File: config.mk
export PLATFORM = sky130hd
export DESIGN_NAME = scsi_fe_regs
export DESIGN_NICKNAME = d
export VERILOG_FILES = /design/src/rtl/scsi_fe_pkg.sv /design/src/rtl/scsi_fe_xfer_cnt.sv /design/src/rtl/scsi_fe_fifo.sv /design/src/rtl/scsi_fe_regs.sv
export SDC_FILE = /design/constraint.sdc
export NUM_CORES = 1
export LEC_CHECK = 0
export BUFFER_PORTS_ARGS = -buffer_cell sky130_fd_sc_hd__buf_2
export CORE_MARGIN = 10
export CORE_UTILIZATION = 55
export DETAILED_ROUTE_END_ITERATION = 10
export GPL_ROUTABILITY_DRIVEN = 0
export PLACE_DENSITY = 0.69
export SYNTH_ARGS = -nofsm -noshare
export SYNTH_HDL_FRONTEND = slang
export SYNTH_SLANG_ARGS = --single-unit
File: constraint.sdc
create_clock -name clk -period 3.81 [get_ports clk]
set_input_delay 0.1905 -clock clk [delete_from_list [all_inputs] [get_ports clk]]
set_output_delay 0.1905 -clock clk [all_outputs]
set_load 0.005 [all_outputs]
File: src/rtl/scsi_fe_pkg.sv
package scsi_fe_pkg;

   // command codes (low seven bits of the command byte)
   localparam logic [6:0] CMD_NOP     = 7'h00;
   localparam logic [6:0] CMD_FLUSH   = 7'h01;
   localparam logic [6:0] CMD_CHIPRST = 7'h02;
   localparam logic [6:0] CMD_BUSRST  = 7'h03;
   localparam logic [6:0] CMD_XFER    = 7'h10;
   localparam logic [6:0] CMD_STATSEQ = 7'h11;
   localparam logic [6:0] CMD_MSGOK   = 7'h12;
   localparam logic [6:0] CMD_ATN     = 7'h1A;
   localparam logic [6:0] CMD_SELATN  = 7'h42;
   localparam logic [6:0] CMD_SELSTOP = 7'h43;
   localparam logic [6:0] CMD_ENSEL   = 7'h44;

   // register indexes
   localparam logic [3:0] IX_CNT_LO = 4'h0;
   localparam logic [3:0] IX_CNT_HI = 4'h1;
   localparam logic [3:0] IX_FIFO   = 4'h2;
   localparam logic [3:0] IX_CMD    = 4'h3;
   localparam logic [3:0] IX_STAT   = 4'h4;
   localparam logic [3:0] IX_CAUSE  = 4'h5;
   localparam logic [3:0] IX_STEP   = 4'h6;
   localparam logic [3:0] IX_FLAGS  = 4'h7;
   localparam logic [3:0] IX_CFG    = 4'h8;
   localparam logic [3:0] IX_REV    = 4'hE;

   // interrupt-cause codes
   localparam logic [7:0] CAUSE_RESET = 8'h80;
   localparam logic [7:0] CAUSE_DISC  = 8'h20;
   localparam logic [7:0] CAUSE_SVC   = 8'h10;
   localparam logic [7:0] CAUSE_FDONE = 8'h08;

   localparam logic [7:0] STEP_IDLE    = 8'h00;
   localparam logic [7:0] STEP_CMDDONE = 8'h04;

   typedef enum logic [2:0] {
      PH_DOUT  = 3'd0,
      PH_DIN   = 3'd1,
      PH_CMD   = 3'd2,
      PH_STAT  = 3'd3,
      PH_MSGIN = 3'd7
   } phase_e;

endpackage

File: src/rtl/scsi_fe_xfer_cnt.sv
module scsi_fe_xfer_cnt #(
   parameter int CW = 16
) (
   input  logic          clk,
   input  logic          rst_n,
   input  logic          clr,
   input  logic          wr_lo,
   input  logic          wr_hi,
   input  logic [7:0]    wdata,
   input  logic          reload,
   input  logic          zero,
   output logic [CW-1:0] rb,
   output logic [CW:0]   xfer_len
);
   localparam int HIW = CW - 8;

   generate
      if (CW < 9 || CW > 16) begin : g_bad_cw
         $error("scsi_fe_xfer_cnt: CW must lie in 9..16");
      end
   endgenerate

   logic [CW-1:0] img_q;

   always_ff @(posedge clk or negedge rst_n) begin
      if (!rst_n) begin
         img_q <= '0;
         rb    <= '0;
      end else if (clr) begin
         img_q <= '0;
         rb    <= '0;
      end else begin
         if (wr_lo) img_q[7:0]    <= wdata;
         if (wr_hi) img_q[CW-1:8] <= wdata[HIW-1:0];
         if (zero)        rb <= '0;
         else if (reload) rb <= img_q;
      end
   end

   assign xfer_len = (img_q == '0) ? (CW+1)'(1) << CW : {1'b0, img_q};

   p_reload_copies_r2: assert property (@(posedge clk) disable iff (!rst_n)
      (reload && !zero && !clr) |=> (rb == $past(img_q)));

   p_done_zeroes_r5: assert property (@(posedge clk) disable iff (!rst_n)
      (zero && !clr) |=> (rb == '0));

endmodule

File: src/rtl/scsi_fe_fifo.sv
module scsi_fe_fifo #(
   parameter int DEPTH = 32,
   parameter int DW    = 8,
   localparam int AW   = $clog2(DEPTH),
   localparam int CNTW = AW + 1
) (
   input  logic            clk,
   input  logic            rst_n,
   input  logic            clr,
   input  logic            push,
   input  logic [DW-1:0]   push_data,
   input  logic            pop,
   input  logic            ld_pair,
   input  logic [DW-1:0]   ld_b0,
   input  logic [DW-1:0]   ld_b1,
   output logic [DW-1:0]   head,
   output logic [CNTW-1:0] count
);
   generate
      if (DEPTH < 2 || (DEPTH & (DEPTH - 1)) != 0 || DEPTH > 128) begin : g_bad_depth
         $error("scsi_fe_fifo: DEPTH must be a power of two in 2..128");
      end
   endgenerate

   logic [DW-1:0] mem [DEPTH];
   logic [AW-1:0] rd_ptr, wr_ptr;
   logic          do_push, do_pop;
   logic [CNTW-1:0] cnt_nx;

   assign do_push = push && (count != CNTW'(DEPTH));
   assign do_pop  = pop && (count != '0);

   always_comb begin
      cnt_nx = count;
      if (do_push) cnt_nx = cnt_nx + 1'b1;
      if (do_pop)  cnt_nx = cnt_nx - 1'b1;
   end

   always_ff @(posedge clk) begin
      if (ld_pair) begin
         mem[0] <= ld_b0;
         mem[1] <= ld_b1;
      end else if (do_push) begin
         mem[wr_ptr] <= push_data;
      end
   end

   always_ff @(posedge clk or negedge rst_n) begin
      if (!rst_n) begin
         rd_ptr <= '0;
         wr_ptr <= '0;
         count  <= '0;
      end else if (clr) begin
         rd_ptr <= '0;
         wr_ptr <= '0;
         count  <= '0;
      end else if (ld_pair) begin
         rd_ptr <= '0;
         wr_ptr <= AW'(2);
         count  <= CNTW'(2);
      end else begin
         count <= cnt_nx;
         if (cnt_nx == '0) begin
            rd_ptr <= '0;
            wr_ptr <= '0;
         end else begin
            if (do_push) wr_ptr <= wr_ptr + 1'b1;
            if (do_pop)  rd_ptr <= rd_ptr + 1'b1;
         end
      end
   end

   assign head = (count == '0) ? '0 : mem[rd_ptr];

   p_no_overflow_r13: assert property (@(posedge clk) disable iff (!rst_n)
      count <= CNTW'(DEPTH));

   p_empty_pop_ignored_r13: assert property (@(posedge clk) disable iff (!rst_n)
      (pop && !push && !ld_pair && count == '0) |=> (count == '0));

endmodule

File: src/rtl/scsi_fe_regs.sv
module scsi_fe_regs
   import scsi_fe_pkg::*;
#(
   parameter int         FIFO_DEPTH = 32,
   parameter int         CNT_W      = 16,
   parameter int         NUM_IDS    = 7,
   parameter logic [7:0] REV_ID     = 8'h04
) (
   input  logic               clk,
   input  logic               rst_n,
   input  logic [5:0]         bus_addr,
   input  logic               bus_wr,
   input  logic               bus_rd,
   input  logic [7:0]         bus_wdata,
   output logic [7:0]         bus_rdata,
   output logic               irq,
   output logic               dma_req,
   output logic [CNT_W:0]     dma_len,
   output logic               dma_to_host,
   input  logic               dma_done,
   input  logic [NUM_IDS-1:0] tgt_present,
   input  logic               tgt_data_in,
   input  logic [7:0]         tgt_status
);
   localparam int FCW = $clog2(FIFO_DEPTH) + 1;

   generate
      if (NUM_IDS < 1 || NUM_IDS > 7) begin : g_bad_ids
         $error("scsi_fe_regs: NUM_IDS must lie in 1..7");
      end
   endgenerate

   // ---------------- decode ----------------
   logic [3:0] idx;
   logic       rd_ev, wr_cmd, dma_flag, chip_rst;
   logic [6:0] cmd;
   assign idx      = bus_addr[5:2];
   assign rd_ev    = bus_rd && !bus_wr;
   assign wr_cmd   = bus_wr && (idx == IX_CMD);
   assign cmd      = bus_wdata[6:0];
   assign dma_flag = bus_wdata[7];
   assign chip_rst = wr_cmd && (cmd == CMD_CHIPRST);

   logic unused_addr_lanes;
   assign unused_addr_lanes = ^bus_addr[1:0];

   // ---------------- target validity map ----------------
   logic [7:0] id_ok;
   generate
      for (genvar g = 0; g < 8; g++) begin : g_id
         if (g < NUM_IDS) begin : g_real
            assign id_ok[g] = tgt_present[g];
         end else begin : g_none
            assign id_ok[g] = 1'b0;
         end
      end
   endgenerate

   // ---------------- transfer counter ----------------
   logic [CNT_W-1:0] cnt_rb;
   logic [CNT_W:0]   cnt_len;

   scsi_fe_xfer_cnt #(.CW(CNT_W)) u_cnt (
      .clk      (clk),
      .rst_n    (rst_n),
      .clr      (chip_rst),
      .wr_lo    (bus_wr && idx == IX_CNT_LO),
      .wr_hi    (bus_wr && idx == IX_CNT_HI),
      .wdata    (bus_wdata),
      .reload   (wr_cmd && dma_flag),
      .zero     (dma_done),
      .rb       (cnt_rb),
      .xfer_len (cnt_len)
   );

   // ---------------- byte FIFO ----------------
   logic [7:0]     fifo_head;
   logic [FCW-1:0] fifo_cnt;
   logic           fifo_clr, resp_ld;

   assign fifo_clr = chip_rst || dma_done ||
                     (wr_cmd && (cmd == CMD_FLUSH || cmd == CMD_SELATN || cmd == CMD_SELSTOP));
   assign resp_ld  = wr_cmd && (cmd == CMD_STATSEQ || cmd == CMD_MSGOK);

   scsi_fe_fifo #(.DEPTH(FIFO_DEPTH), .DW(8)) u_fifo (
      .clk       (clk),
      .rst_n     (rst_n),
      .clr       (fifo_clr),
      .push      (bus_wr && idx == IX_FIFO),
      .push_data (bus_wdata),
      .pop       (rd_ev && idx == IX_FIFO),
      .ld_pair   (resp_ld),
      .ld_b0     (tgt_status),
      .ld_b1     (8'h00),
      .head      (fifo_head),
      .count     (fifo_cnt)
   );

   // ---------------- control state ----------------
   logic [7:0] stat_q, cause_q, step_q, cmd_q, cfg_q;
   logic [2:0] busid_q;
   logic       irq_q, req_q, dir_q;
   logic [CNT_W:0] len_q;
   logic       tgt_ok;
   phase_e     sel_ph;

   assign tgt_ok = id_ok[busid_q];
   assign sel_ph = (cmd == CMD_SELSTOP) ? PH_CMD : (tgt_data_in ? PH_DIN : PH_DOUT);

   always_ff @(posedge clk or negedge rst_n) begin
      if (!rst_n) begin
         stat_q  <= '0;
         cause_q <= '0;
         step_q  <= '0;
         cmd_q   <= '0;
         cfg_q   <= '0;
         busid_q <= '0;
         irq_q   <= 1'b0;
         req_q   <= 1'b0;
         dir_q   <= 1'b0;
         len_q   <= '0;
      end else begin
         req_q <= 1'b0;
         if (rd_ev && idx == IX_CAUSE) begin
            stat_q[7:5] <= 3'b000;
            irq_q       <= 1'b0;
         end
         if (bus_wr && (idx == IX_CNT_LO || idx == IX_CNT_HI)) stat_q[4] <= 1'b0;
         if (bus_wr && idx == IX_STAT) busid_q <= bus_wdata[2:0];
         if (bus_wr && idx == IX_CFG)  cfg_q   <= bus_wdata;
         if (wr_cmd) begin
            cmd_q <= bus_wdata;
            unique case (cmd)
               CMD_FLUSH: begin
                  cause_q <= CAUSE_FDONE;
                  step_q  <= STEP_IDLE;
               end
               CMD_CHIPRST: begin
                  stat_q  <= '0;
                  cause_q <= '0;
                  step_q  <= '0;
                  cmd_q   <= '0;
                  cfg_q   <= '0;
                  busid_q <= '0;
                  irq_q   <= 1'b0;
               end
               CMD_BUSRST: begin
                  cause_q <= CAUSE_RESET;
                  if (!cfg_q[6]) begin
                     irq_q     <= 1'b1;
                     stat_q[7] <= 1'b1;
                  end
               end
               CMD_XFER: begin
                  if (dma_flag) begin
                     req_q     <= 1'b1;
                     len_q     <= cnt_len;
                     dir_q     <= stat_q[0];
                     stat_q[4] <= 1'b0;
                  end
               end
               CMD_STATSEQ, CMD_MSGOK: begin
                  irq_q <= 1'b1;
                  if (dma_flag) begin
                     stat_q  <= {5'b10010, PH_STAT};
                     cause_q <= CAUSE_SVC | CAUSE_FDONE;
                     step_q  <= STEP_CMDDONE;
                  end else begin
                     stat_q[7] <= 1'b1;
                  end
                  if (cmd == CMD_MSGOK) begin
                     cause_q <= CAUSE_DISC;
                     step_q  <= STEP_IDLE;
                  end
               end
               CMD_SELATN, CMD_SELSTOP: begin
                  irq_q <= 1'b1;
                  if (!tgt_ok) begin
                     stat_q  <= 8'h80;
                     cause_q <= CAUSE_DISC;
                     step_q  <= STEP_IDLE;
                  end else begin
                     stat_q  <= {5'b10010, sel_ph};
                     cause_q <= CAUSE_SVC | CAUSE_FDONE;
                     step_q  <= STEP_CMDDONE;
                  end
               end
               default: ;
            endcase
         end
         if (dma_done && !chip_rst) begin
            stat_q[7] <= 1'b1;
            stat_q[4] <= 1'b1;
            cause_q   <= CAUSE_SVC;
            step_q    <= STEP_IDLE;
            irq_q     <= 1'b1;
         end
      end
   end

   assign irq         = irq_q;
   assign dma_req     = req_q;
   assign dma_len     = len_q;
   assign dma_to_host = dir_q;

   // ---------------- read mux ----------------
   always_comb begin
      unique case (idx)
         IX_CNT_LO: bus_rdata = cnt_rb[7:0];
         IX_CNT_HI: bus_rdata = 8'(cnt_rb >> 8);
         IX_FIFO:   bus_rdata = fifo_head;
         IX_CMD:    bus_rdata = cmd_q;
         IX_STAT:   bus_rdata = stat_q;
         IX_CAUSE:  bus_rdata = cause_q;
         IX_STEP:   bus_rdata = step_q;
         IX_FLAGS:  bus_rdata = 8'(fifo_cnt);
         IX_CFG:    bus_rdata = cfg_q;
         IX_REV:    bus_rdata = REV_ID;
         default:   bus_rdata = 8'h00;
      endcase
   end

   // ---------------- assertions ----------------
   p_req_one_cycle_r3: assert property (@(posedge clk) disable iff (!rst_n)
      dma_req |=> !dma_req);

   p_cnt_write_clears_tc_r4: assert property (@(posedge clk) disable iff (!rst_n)
      (bus_wr && (idx == IX_CNT_LO || idx == IX_CNT_HI) && !dma_done) |=> !stat_q[4]);

   p_done_reports_svc_r5: assert property (@(posedge clk) disable iff (!rst_n)
      (dma_done && !chip_rst) |=> (irq && cause_q == CAUSE_SVC && step_q == STEP_IDLE && stat_q[4]));

   p_cause_read_acks_r6: assert property (@(posedge clk) disable iff (!rst_n)
      (rd_ev && idx == IX_CAUSE && !dma_done) |=> (!irq && stat_q[7:5] == 3'b000));

   p_irq_implies_status_r8: assert property (@(posedge clk) disable iff (!rst_n)
      irq |-> stat_q[7]);

endmodule

==> flow_summary.toml, run 1 <==
[sta]
whs_ns = 0.0306
rsz0062_at_grt = "no"
period_share_pct = 88.1
clock_skew_ns = 0.0212
finalSetupViolCount = 0
maxSlewHeadroom_pct = 30.4
drv_slew = 0
hold_violations = 0
worst_pin_slew_ns = 1.04
setup_tns_ns = 0
clock.fmax_mhz = 298
period_minus_slack_ns = 3.36

[place]
dp_hpwl_mm = 23.7
port_buffers = 60

[logic_synthesis]
synthCells = 1000
syn_nets = 1043
async_reset_ff_share_pct = 27.7
ys_ff_latch = 354
netlist_area_um2 = 15300
yosysWarnings = 0
synth-edff-count = 256
ys_seq_area_share_pct = 66.3
synth.area.top_cells = "edfxtp_1, dfrtp_1, mux4_2"
synth-main-ff-cell = "edfxtp_1"
post-synth-top-area-fraction_pct = 50.3
yosysTopAreaCell = "edfxtp_1"
synth.avg_cell_area_um2 = 15.3
yosysUniqueCellTypes = 66

[worst_hold_path]
hp-class = "in2reg"
holdPathStages = 3

[finish]
multi_input_area_um2 = 4870
drive_gt1_share_pct = 26.2
final.fill_count = 1992
area_growth_pct = 15.0
antenna_cells = 0
nets = 1149
final-seq-area_um2 = 10100

[cts]
clkTransAtPathRegs_ns = 0.06
clock_latency_ns = 0.52
cts_tree = "built"
clk_path_buf_depth = 3
numCtsBuffers = 38
post_cts_resize_count = 0
cts_root_buffer = "clkbuf_16"
h-tree-depth = 2
cts_sinks = 354

[grt]
antenna_found_initial = 0
grt_pass1_vias = 9247
grt_pass1_wl_mm = 56.5
track_usage_pct = 20.8
globalRouteOverflowTotal = 0
grt_max_degree = 68

[die]
die_area_um2 = 34900
die_h_um = 187
dieWidth_um = 187
std_cell_rows = 60
pin_count = 63
coreArea_um2 = 27200
initial_core_util_pct = 56.3

[critical_path]
cp_max_fo = 39
crit_family = "multiplexers"
path_class = "reg2out"
worstPathCellList = "buf_12, mux4_2, mux4_2, mux2i_1, o221ai_1, buf_2"
r2r_cells = 11
cp_slowest_cell = "mux4_2"
cp-end-kind = "output pin"
cpMostUsedCell = "mux4_2"
cp.depth = 6
worstPathArrival_ns = 3.17
max_stage_delay_ns = 0.59
crit_buf_inv = 2
worstPathRequired_ns = 3.62
critPathLaunchType = "register"

[drt]
drt_first_pass_iters = 6
dr_total_vias = 9127
wl_per_cell_um = 24.1
drt_iter0_markers = 960
drt-total-wl_mm = 36.3
vias_per_cell = 6.06
drc = 0
ant_nets = 0

[run_status]
outcome = "complete, no violations"

[power_and_ir_drop]
powerDensity_nw_per_um2 = 471
leakage_nw = 6.19
ir_drop_mv = 0.349

[run]
maxCapViolations = 0
per-stage QoR:
stage	setup slack, ns	cells	util, %	instance area (um^2)	power (mW)
after floorplan	0.753	1000	-	15300	4.53
after global placement	0.616	1429	59.9	16300	4.71
after detailed placement	0.556	1429	59.9	16300	4.72
after CTS	0.411	1506	64.7	17600	8.34
after global routing	0.306	1506	64.7	17600	8.55
final	0.452	1506	64.7	17600	8.29
power breakdown:
group	internal, mW	switching (mW)	total (mW)
clock network	2.17	1.47	3.64
logic	0.119	0.223	0.342
registers	4.22	0.0882	4.31
total	6.51	1.78	8.29
final timing paths:
kind	start	endpoint	slack, ns
setup / recovery	u_fifo.rd_ptr[0]	bus_rdata[2]	0.45
hold / removal	tgt_data_in	stat_q[0]	0.03
setup reg to reg	u_fifo.count[0]	u_fifo.rd_ptr[3]	0.55
hold reg to reg	cmd_q[5]	cmd_q[5]	0.48
max in group asynchronous	rst_n	u_cnt.rb[10]	2.50
min in group asynchronous	rst_n	u_fifo.count[5]	0.32
worst min-delay path: cells and delay by family:
kind | cells | cell delay, ns
AO/OA/AOI/OAI | 2 | 0.23
buffers and inverters | 1 | 0.09
cells in the final DEF, fill, tap and decap left out, drive strengths merged, types with 6 or more instances in the layout:
| master | n |
|---|---|
| o21ai | 41 |
| xnor2 | 9 |
| clkinv | 13 |
| mux2 | 29 |
| nand3 | 14 |
| a21oi | 43 |
| and2 | 9 |
| edfxtp | 256 |
| ha | 8 |
| o221ai | 6 |
| mux4 | 82 |
| nand2 | 109 |
| dfrtp | 98 |
| nor2 | 89 |
| dlygate4sd3 | 9 |
| nand2b | 7 |
| inv | 11 |
| clkbuf | 47 |
| mux2i | 38 |
| nor4 | 8 |
| xor2 | 7 |
| nor3 | 8 |
| buf | 116 |
layout make-up:
class                           count  share of cell area [%]
Inverter                           10                   0.213
Multi-Input combinational cell    577                    27.7
Sequential cell                   354                    57.7
Tap cell                          372                    2.65
Clock buffer                       47                    5.78
Clock inverter                     21                    1.20
Timing Repair Buffer              125                    4.77
cells by family after synthesis:
family	share of synthesized area, %
DFF	66.3
and+or+nand+nor	8.65
muxes	16.7
AOI/OAI and AO/OA	4.95
buffers and inverters	1.85
xor gates and xnor gates	0.916
adders and majority gates	0.654
registers in the layout, summed over array words and instances, names as in the netlist:
register       cells
u_fifo.count       6
cause_q            4
u_cnt.rb          16
stat_q             6
cmd_q              8
u_fifo.rd_ptr      5
step_q             1
busid_q            3
u_cnt.img_q       16
u_fifo.wr_ptr      5
cfg_q              8
u_fifo.mem       256
dma_req            1
dma_len           17
irq                1
dma_to_host        1
synthesized netlist by cell type (all sizes together) (6+ instances only):
library cell	n
edfxtp	256
nand2	109
dfrtp	98
nor2	89
mux4	82
a21oi	43
o21ai	41
clkbuf	40
mux2i	38
mux2	29
buf	19
nand3	14
inv	10
and2	9
xnor2	9
ha	8
nor3	8
nor4	8
nand2b	7
xor2	7
o221ai	6
repair_timing:
item / in CTS / in global routing
setup buffers: 0 / 0
endpoints found under the hold margin: 75 / 0
hold buffers: 9 / 0
routing by layer:
| layer | vias up | track usage (%) | wire length [um] |
|---|---|---|---|
| met2 | 351 | 33.3 | 17500 |
| met3 | 66 | 3.33 | 2420 |
| met4 | 0 | 5.96 | 874 |
| met5 | - | 0 | 0 |
| met1 | 4654 | 28.9 | 15500 |
| li1 | 4056 | - | - |
Note: power is estimated with default switching activity, not from simulation.
==> run 2, diff against run 1 <==
CORE_MARGIN = 8   (was 10)
==> run 2 against run 1 <==
Against the previous run: final cell count down 0.53%; critical path depth unchanged; non-clock buffer count down 7; worst setup slack worse by 0.17 ns.
==> flow_summary.toml, run 2 (synthesis results as in run 1) <==
[die]
die_area_um2 = 33400
std_cell_rows = 61
pin_count = 63
dieWidth_um = 183
initial_core_util_pct = 55.5
die_h_um = 183
coreArea_um2 = 27600

[sta]
worst_pin_slew_ns = 1.00
fin_ws_ns = 0.283
clock.fmax_mhz = 284
rsz0062_at_grt = "no"
maxSlewHeadroom_pct = 33.3
period_share_pct = 92.6
period_minus_slack_ns = 3.53
drv_slew = 0
setup_tns_ns = 0
clock_skew_ns = 0.0231
whs_ns = 0.0802
finalSetupViolCount = 0
hold_violations = 0

[finish]
layout_commonest_cell = "edfxtp_1"
final.fill_count = 2017
final_util_pct = 63.4
drive_gt1_share_pct = 25.2
final-seq-area_um2 = 10100
layout.cells.non_filler = 1498
regMostFlops = "u_fifo.mem"
antenna_cells = 0
design_area_um2 = 17500
nets = 1141
multi_input_area_um2 = 4870
area_growth_pct = 14.1
largest_reg_flops = 256
final_cell_mix = "edfxtp_1, nand2_1, dfrtp_1"

[power_and_ir_drop]
p_int_mw = 6.28
seq_power_share_pct = 53.9
pwr-share-clk_pct = 41.9
ir_drop_mv = 0.432
swShare_pct = 21.5
power_frac_comb_pct = 4.1
netSwitchingPower_mw = 1.72
powerDensity_nw_per_um2 = 459
p_total_mw = 8.01
leakage_nw = 6.12

[grt]
grt_max_degree = 78
track_usage_pct = 21.5
grt_pass1_vias = 8856
antenna_found_initial = 0
globalRouteOverflowTotal = 0
grt_pass1_wl_mm = 54.4

[run]
maxCapViolations = 0

[run_status]
outcome = "complete, no violations"

[cts]
cts_sinks = 354
h-tree-depth = 2
cts_tree = "built"
cts_root_buffer = "clkbuf_16"
numCtsBuffers = 37
clock_latency_ns = 0.53
clkTransAtPathRegs_ns = 0.06
clk_path_buf_depth = 3
post_cts_resize_count = 0

[drt]
drt-total-wl_mm = 35.6
ant_nets = 0
dr_total_vias = 9011
drt_first_pass_iters = 5
vias_per_cell = 6.02
drt_iter0_markers = 968
drc = 0
wl_per_cell_um = 23.7

[place]
port_buffers = 60
dp_hpwl_mm = 22.9
place_inst = 1427
post-place-ws_ns = 0.560
dpl-instance-area_um2 = 16200

[critical_path]
cp_max_fo = 24
worstPathArrival_ns = 3.34
worstPathRequired_ns = 3.62
critPathLaunchType = "register"
path_class = "reg2out"
cp-end-kind = "output pin"

[worst_hold_path]
hp-class = "in2reg"
==> run 2: worst paths after layout <==
path	start	to	slack, ns	depth (start not counted)
max in group asynchronous	rst_n	busid_q[0]	2.63	3
worst max register to register	u_fifo.count[0]	u_fifo.wr_ptr[4]	0.53	11
worst min register to register	cmd_q[4]	cmd_q[4]	0.48	2
min in group asynchronous	rst_n	dma_len[10]	0.35	2
worst max-delay path	u_fifo.rd_ptr[0]	bus_rdata[1]	0.28	6
worst min-delay path	tgt_data_in	stat_q[0]	0.08	3
==> run 2: power groups by stage <==
stage	Clock [mW]	Sequential (mW)	Combinational [mW]
global placement	0	4.39	0.313
detailed placement	0	4.39	0.324
finish	3.36	4.32	0.332
CTS	3.41	4.32	0.333
global route	3.57	4.33	0.368
floorplan	0	4.35	0.181
==> run 2: timing repair <==
| item | CTS | global route |
|---|---|---|
| setup buffers | 0 | 0 |
| hold buffers | 10 | 0 |
| hold endpoints to repair | 86 | 0 |
==> run 2: area by class of cell <==
type	count	share of cell area, %
flip-flops and latches	354	58.1
multi-input cells	577	27.9
clock buffers	51	5.84
repair buffers	118	4.66
well taps	378	2.71
clock inverters	10	0.559
inverters	10	0.215
==> run 2: metal layers <==
layer,global-route usage (%),share of wire [%]
met5,0,0
met3,3.68,6.6
met1,31.1,44
met2,33.4,47
met4,6.15,2.4
==> run 2: critical path, stage by stage, from the launching register on <==
cell,delay [ns]
dfrtp_4,0.71
buf_12,0.29
mux4_2,0.57
mux4_2,0.53
mux2i_1,0.30
o21ai_0,0.20
buf_2,0.18
==> run 3, diff against run 2 <==
==> constraint.sdc (replaced) <==
create_clock -name clk -period 3.81 [get_ports clk]
set_input_delay 0.381 -clock clk [delete_from_list [all_inputs] [get_ports clk]]
set_output_delay 0.381 -clock clk [all_outputs]
set_load 0.005 [all_outputs]
==> run 3 against run 2 <==
Against the previous run: sequential cell count stayed put; fmax decreased by 4.1%; non-clock buffer count is the same; utilization is 0.19 points higher; critical endpoint is now bus_rdata[3]; highest routed layer unchanged; critical path depth is the same; sequential power hardly changed; register-to-register slack got worse by 0.06 ns; routed wire length down 0.35%; final cell count increased by 0.33%; worst setup slack lost 0.15 ns.
==> flow_summary.toml, run 3 (synthesis results as in run 1) <==
[run_status]
outcome = "complete, no violations"

[power_and_ir_drop]
p_int_mw = 6.46
powerDensity_nw_per_um2 = 467
power_frac_comb_pct = 4.0
netSwitchingPower_mw = 1.72
pwr-share-clk_pct = 43.3
leakage_nw = 6.16
p_total_mw = 8.19
seq_power_share_pct = 52.8
ir_drop_mv = 0.318
swShare_pct = 21.0

[drt]
drt-total-wl_mm = 35.4
drt_first_pass_iters = 5
vias_per_cell = 5.98
drt_iter0_markers = 988
drc = 0
ant_nets = 0
dr_total_vias = 8981
wl_per_cell_um = 23.6

[sta]
finalSetupViolCount = 0
clock.fmax_mhz = 272
maxSlewHeadroom_pct = 37.7
setup_tns_ns = 0
period_share_pct = 96.6
fin_ws_ns = 0.130
hold_violations = 0
period_minus_slack_ns = 3.68
clock_skew_ns = 0.0111
rsz0062_at_grt = "no"
worst_pin_slew_ns = 0.931
whs_ns = 0.162
drv_slew = 0

[critical_path]
worstPathRequired_ns = 3.43
worstPathArrival_ns = 3.30
path_class = "reg2out"
critPathLaunchType = "register"
cp_max_fo = 24
cp-end-kind = "output pin"

[grt]
track_usage_pct = 21.5
grt_pass1_wl_mm = 54.5
antenna_found_initial = 0
grt_max_degree = 61
globalRouteOverflowTotal = 0
grt_pass1_vias = 8984

[cts]
h-tree-depth = 2
numCtsBuffers = 37
cts_tree = "built"
cts_sinks = 354
post_cts_resize_count = 0
clk_path_buf_depth = 3
clock_latency_ns = 0.52
clkTransAtPathRegs_ns = 0.06
cts_root_buffer = "clkbuf_16"

[finish]
area_growth_pct = 14.5
largest_reg_flops = 256
final_util_pct = 63.6
antenna_cells = 0
final_cell_mix = "edfxtp_1, nand2_1, dfrtp_1"
regMostFlops = "u_fifo.mem"
drive_gt1_share_pct = 26.3
final.fill_count = 2002
layout_commonest_cell = "edfxtp_1"
nets = 1141

[place]
dp_hpwl_mm = 23.2
port_buffers = 60
post-place-ws_ns = 0.472

[die]
initial_core_util_pct = 55.5
std_cell_rows = 61
dieWidth_um = 183
coreArea_um2 = 27600
pin_count = 63
die_h_um = 183
die_area_um2 = 33400

[run]
maxCapViolations = 0

[worst_hold_path]
hp-class = "in2reg"
run 3: metal layers:
| layer | track usage [%] | share of wire (%) |
|---|---|---|
| met5 | 0 | 0 |
| met4 | 7.12 | 2.8 |
| met3 | 3.88 | 7.3 |
| met2 | 33.7 | 47 |
| met1 | 30.5 | 43 |
run 3: path summary, 6_finish.rpt:
check,startpoint,to,depth (start not counted),slack (ns)
setup reg to reg,u_fifo.count[0],u_fifo.rd_ptr[3],11,0.47
hold / removal,dma_done,step_q[2],2,0.16
hold reg to reg,cmd_q[2],cmd_q[2],2,0.48
setup / recovery,u_fifo.rd_ptr[0],bus_rdata[3],6,0.13
max in group asynchronous,rst_n,u_cnt.rb[10],3,2.57
min in group asynchronous,rst_n,u_cnt.img_q[5],2,0.48
run 3: area by class of cell:
type | instances | area (um^2) | area share (%)
flip-flops and latches | 354 | 10100 | 57.9
multi-input cells | 577 | 4870 | 27.8
clock buffers | 49 | 1040 | 5.96
repair buffers | 118 | 778 | 4.44
well taps | 378 | 473 | 2.70
clock inverters | 17 | 160 | 0.915
inverters | 10 | 37.5 | 0.214
run 3: power groups by stage:
stage | Sequential, mW | Combinational (mW) | Clock (mW)
CTS | 4.32 | 0.327 | 3.60
global placement | 4.39 | 0.314 | 0
detailed placement | 4.39 | 0.324 | 0
global route | 4.33 | 0.362 | 3.74
finish | 4.32 | 0.325 | 3.54
floorplan | 4.35 | 0.181 | 0
run 3: metrics by stage:
stage,std cells,instance area [um^2]
after CTS,1503,17500
after detailed placement,1436,16300
final,1503,17500
after global placement,1436,16300
after floorplan,1000,15300
after global routing,1503,17500
run 3: timing repair:
| item | CTS | global route |
|---|---|---|
| setup buffers | 0 | 0 |
| endpoints found under the hold margin | 58 | 0 |
| hold buffers | 1 | 0 |
run 3: worst max-delay path, cell delays in order (launching register included):
cell      delay (ns)
dfrtp_4         0.67
buf_12          0.28
mux4_2          0.57
mux4_2          0.51
mux2i_1         0.35
o221ai_1        0.20
buf_2           0.16
